### config.mk
export PLATFORM = sky130hd
export DESIGN_NAME = irq_ack_seq
export DESIGN_NICKNAME = d
export VERILOG_FILES = /design/src/rtl/irq_ack_seq.sv
export SDC_FILE = /design/constraint.sdc
export NUM_CORES = 1
export LEC_CHECK = 0
export ABC_CLOCK_PERIOD_IN_PS = 2100
export CORE_UTILIZATION = 30
export DETAILED_ROUTE_END_ITERATION = 7
export DONT_BUFFER_PORTS = 1
export SLEW_MARGIN = 20
export SYNTH_ARGS = -nofsm -noshare
export SYNTH_HDL_FRONTEND = slang
export SYNTH_SLANG_ARGS = --single-unit
### constraint.sdc
create_clock -name clk -period 2.1 [get_ports clk]
set_clock_uncertainty 0.15 [all_clocks]
set_input_delay 0.315 -clock clk [delete_from_list [all_inputs] [get_ports clk]]
set_output_delay 0.315 -clock clk [all_outputs]
set_load 0.01 [all_outputs]
### src/rtl/irq_ack_seq.sv
module irq_ack_seq #(
  parameter int TMO_CYC = 64
) (
  input  logic       clk,
  input  logic       rst_n,
  input  logic       ack,
  input  logic       rd,
  input  logic       poll_pend,
  input  logic [2:0] lvl,
  input  logic       lvl_vld,
  input  logic       mode_2p,
  input  logic       ival4,
  input  logic [7:0] vec_lo,
  input  logic [7:0] vec_hi,
  input  logic [7:0] casc_reg,
  input  logic       is_master,
  input  logic       buffered,
  input  logic       aeoi,
  input  logic [2:0] cas_in,
  output logic [7:0] dout,
  output logic       dout_en,
  output logic       buf_en,
  output logic       freeze,
  output logic       isr_set,
  output logic       eoi_auto,
  output logic [2:0] cas_out,
  output logic       cas_oe
);
  localparam int TW = $clog2(TMO_CYC + 1);
  localparam logic [7:0] CALL_OP = 8'hCD;

  logic          ack_q, rd_q, seq_act, cas_drv;
  logic [1:0]    cnt;
  logic [2:0]    cur_lvl;
  logic [TW-1:0] idle;

  wire       ack_rise = ack & ~ack_q;
  wire       ack_fall = ~ack & ack_q;
  wire       rd_rise  = rd & ~rd_q;
  wire [1:0] last_idx = mode_2p ? 2'd1 : 2'd2;
  wire       last_fall = ack_fall & seq_act & (cnt == last_idx);
  wire       tmo      = seq_act & ~ack & (idle == TW'(TMO_CYC - 1));
  wire [2:0] pick     = lvl_vld ? lvl : 3'd7;
  wire       later_ok = is_master ? ~casc_reg[cur_lvl] : (cas_in == casc_reg[2:0]);

  always_comb begin
    dout    = 8'h00;
    dout_en = 1'b0;
    if (poll_pend && rd) begin
      dout_en = 1'b1;
      dout    = {lvl_vld, 4'b0000, lvl_vld ? lvl : 3'd0};
    end else if (ack) begin
      case (cnt)
        2'd0: begin
          dout_en = ~mode_2p & is_master;
          dout    = CALL_OP;
        end
        2'd1: begin
          dout_en = later_ok;
          if (mode_2p)    dout = {vec_hi[7:3], cur_lvl};
          else if (ival4) dout = {vec_lo[7:5], cur_lvl, 2'b00};
          else            dout = {vec_lo[7:6], cur_lvl, 3'b000};
        end
        default: begin
          dout_en = later_ok & ~mode_2p;
          dout    = vec_hi;
        end
      endcase
    end
  end

  assign buf_en   = buffered & dout_en;
  assign freeze   = seq_act | ack | poll_pend;
  assign isr_set  = lvl_vld & ((ack_rise & ~seq_act) | (rd_rise & poll_pend));
  assign eoi_auto = aeoi & last_fall;
  assign cas_out  = cas_drv ? cur_lvl : 3'd0;
  assign cas_oe   = is_master;

  always_ff @(posedge clk or negedge rst_n) begin
    if (!rst_n) begin
      ack_q   <= 1'b0;
      rd_q    <= 1'b0;
      seq_act <= 1'b0;
      cas_drv <= 1'b0;
      cnt     <= 2'd0;
      cur_lvl <= 3'd0;
      idle    <= '0;
    end else begin
      ack_q <= ack;
      rd_q  <= rd;
      if (tmo) begin
        seq_act <= 1'b0;
        cas_drv <= 1'b0;
        cnt     <= 2'd0;
        idle    <= '0;
      end else begin
        idle <= (seq_act && !ack) ? idle + 1'b1 : '0;
        if (ack_rise && !seq_act) begin
          seq_act <= 1'b1;
          cnt     <= 2'd0;
          cur_lvl <= pick;
        end
        if (ack_fall && seq_act) begin
          if (cnt == last_idx) begin
            seq_act <= 1'b0;
            cas_drv <= 1'b0;
            cnt     <= 2'd0;
          end else begin
            cnt <= cnt + 2'd1;
            if (cnt == 2'd0) cas_drv <= is_master & casc_reg[cur_lvl];
          end
        end
      end
    end
  end
endmodule

==> flow_summary.yaml <==
flow_run:
  cap_violations: 0
clock_network:
  cts_max_level: 1
  worst_setup_hold_path_clk_slew_ps: 60
  cts_buffers: 3
  clock_path_buffers: 2
  cts_tree: "yes"
  clock_tree.root_cell: "clkbuf_8"
  numClockSinks: 16
  insertion_delay_ps: 240
timing:
  maxSlewHeadroom_pct: 52.3
  hold_violations: 0
  report.final.setup_viol: 2
  period_share_pct: 104
  worst_slack_ps: -79.1
  rsz0062_at_grt: "yes"
  hold_ws_ps: 11.6
  fmaxAchievable_mhz: 459
  maxSlewViolCount: 0
  timing_worst_slew_pin_value_ps: 713
  finalCriticalPeriod_ps: 2180
floorplanning:
  chipHeight_um: 66.6
  placementRows: 23
  design.die.area_um2: 4430
  pin_count: 58
  chipWidth_um: 66.6
  core_region_area_um2: 4000
  initial_core_util_pct: 31.3
pwr:
  power_leakage_nw: 0.630
  pwr-share-seq_pct: 28.6
  powerDensity_nw_per_um2: 1110
  ir_worst_vdd_uv: 453
  switchingPower_uw: 668
  power_switching_share_pct: 39.7
  p_comb_share_pct: 55.6
  internal_power_mw: 1.01
  share_clk_of_total_power_pct: 15.8
placed_design:
  dpl.cell_count: 196
  last_weighted_congestion_value_of_the_routability_driven_placer: 0.782
  dp_hpwl_um: 2520
  io_buffers: 0
yosys:
  synthArstFlopShare_pct: 100
  synth-seq-cells: 16
  synth-edff-count: 0
  synth_seq_area_share_pct: 32.0
  synthesis.area_per_instance_um2: 8.57
  top_cells_by_area_in_the_synthesized_netlist: "dfrtp_1, nor2_1, xnor2_1"
  synthesis.yosys.warnings: 0
  post_synth_inst_count: 146
  syn_area_um2: 1250
  netlist_top_cells_count: "nor2_1, dfrtp_1, nand2_1"
  synth_top_area_share_pct: 32.0
  yosys.cell_count.top_type: "nor2_1"
  ys_dominant_reg_cell: "dfrtp_1"
  netlist-cell-type-count: 44
  synthesis.nets: 190
  synth_top_area_cell: "dfrtp_1"
routing:
  drtAntennaViolNets: 0
  vias: 1101
  drt_iter0_markers: 28
  detail_route.first_pass.iterations: 4
  wl_per_cell_um: 15.6
  detail_route.drc_violations: 0
  vias_per_cell: 5.34
  routed_wirelength_um: 3210
worst_hold_path:
  worstHoldPathType: "input pin to register"
  hold_start: "lvl_vld"
grt:
  grt_usage_pct: 15.3
  first_global_vias: 1112
  grt_first_pass_wirelength_um: 5130
  total_congestion_overflow: 0
  grt_max_degree: 17
  grt_antenna_before_repair: 0
setup_path:
  cp-startpoint: "cnt[1]$_DFFE_PN0P_"
  regToRegStartpoint: "idle[0]$_DFF_PN0_"
  worst-setup-path-type: "register to output port"
  startpoint_type_of_the_worst_setup_path: "register"
  worstPathArrival_ps: 1710
  critical_path_maximum_fanout: 4
  critPathRequiredTime_ps: 1630
  cp-end-kind: "output port"
layout:
  final_cells: 206
  diodes: 0
  areaGrowthSynthToFinish_pct: 21.0
  drive_gt1_share_pct: 28.8
  nNetsFinal: 201
run_status:
  run_status: "finished, violations left"
  violations: "negative setup slack"
-- registers in the layout (all words and copies together) (netlist names) --
name     count
idle         7
cur_lvl      3
cnt          2
ack_q        1
cas_drv      1
rd_q         1
seq_act      1
-- critical path, cell delays in order, from the launching register on --
cell,delay (ps)
dfrtp_1,390
inv_2,100
ha_4,170
nor2b_4,160
mux2_4,300
o211ai_1,210
nand2_1,140
-- power by group through the flow --
stage	sequential (mW)	combinational (mW)	clock [mW]
after floorplan	0.447	0.620	0
after global placement	0.470	0.737	0
after detailed placement	0.477	0.760	0
after CTS	0.478	0.876	0.278
after global routing	0.498	1.04	0.294
final	0.482	0.936	0.266
-- metal layers --
| layer | vias to the layer above | global-route usage [%] | share of wire, % |
|---|---|---|---|
| met5 | - | 0 | 0 |
| met4 | 0 | 4.79 | 0.90 |
| met3 | 4 | 2.57 | 8.0 |
| met2 | 51 | 28.7 | 51 |
| met1 | 510 | 17.3 | 40 |
| li1 | 536 | - | - |
-- final cells by class --
cell class	instances	area (µm²)
Timing Repair Buffer	13	109
Multi-Input combinational cell	115	853
Inverter	8	30.0
Fill cell	415	2490
Sequential cell	16	404
Clock buffer	4	55.1
Tap cell	50	62.6
-- cell usage in the layout, fill, tap and decap left out, drive strengths merged, types with 2 or more instances in the layout --
cell type,instances
and3,3
o21ai,4
buf,10
nand3b,2
o211ai,2
nor3b,3
a32oi,2
nand2b,2
dlygate4sd3,3
o22ai,3
clkbuf,4
ha,3
nor2b,5
a31oi,5
nor2,21
a22oi,4
inv,8
nand3,2
mux2i,4
and2,4
xnor2,6
and3b,2
a21oi,7
mux2,5
nand2,11
dfrtp,16
nor3,3
-- through the flow --
step	worst slack [ps]	utilization (%)	instance area (µm²)	power, mW	TNS (ps)
final	-79.1	37.8	1510	1.68	-94.5
after floorplan	115	-	1250	1.07	0
after detailed placement	54.4	32.7	1310	1.24	0
after CTS	-71.8	36.5	1460	1.63	-145
after global routing	-158	37.8	1510	1.83	-351
after global placement	106	32.7	1310	1.21	0
-- cells by family (layout without fill, tap and decap cells) --
family / count (synthesis) / count (layout) / share of synthesized area [%]
fa+ha+maj: 3 / 3 / 3.00
mux: 9 / 9 / 8.00
buf+inv: 15 / 25 / 6.90
simple gates: 62 / 62 / 26.3
xor+xnor: 7 / 7 / 4.90
compound gates: 34 / 34 / 18.9
flops: 16 / 16 / 32.0
-- worst paths after layout --
path                                           to  slack [ps]  cells past startpoint
max                                       dout[7]         -80                      6
min                        cur_lvl[1]$_DFFE_PN0P_          10                      1
max reg2reg                   cas_drv$_DFFE_PN0P_         500                      5
min reg2reg                     idle[0]$_DFF_PN0_         310                      1
max in group asynchronous  cur_lvl[1]$_DFFE_PN0P_         890                      1
min in group asynchronous       idle[4]$_DFF_PN0_         410                      1
-- repair_timing --
item,CTS,global route
hold buffers,3,0
resized for setup,14,13
setup endpoints to repair,8,7
endpoints found under the hold margin,18,0
pin swaps,8,10
setup buffers,3,0
No activity file was read; power rests on OpenSTA's default activity.
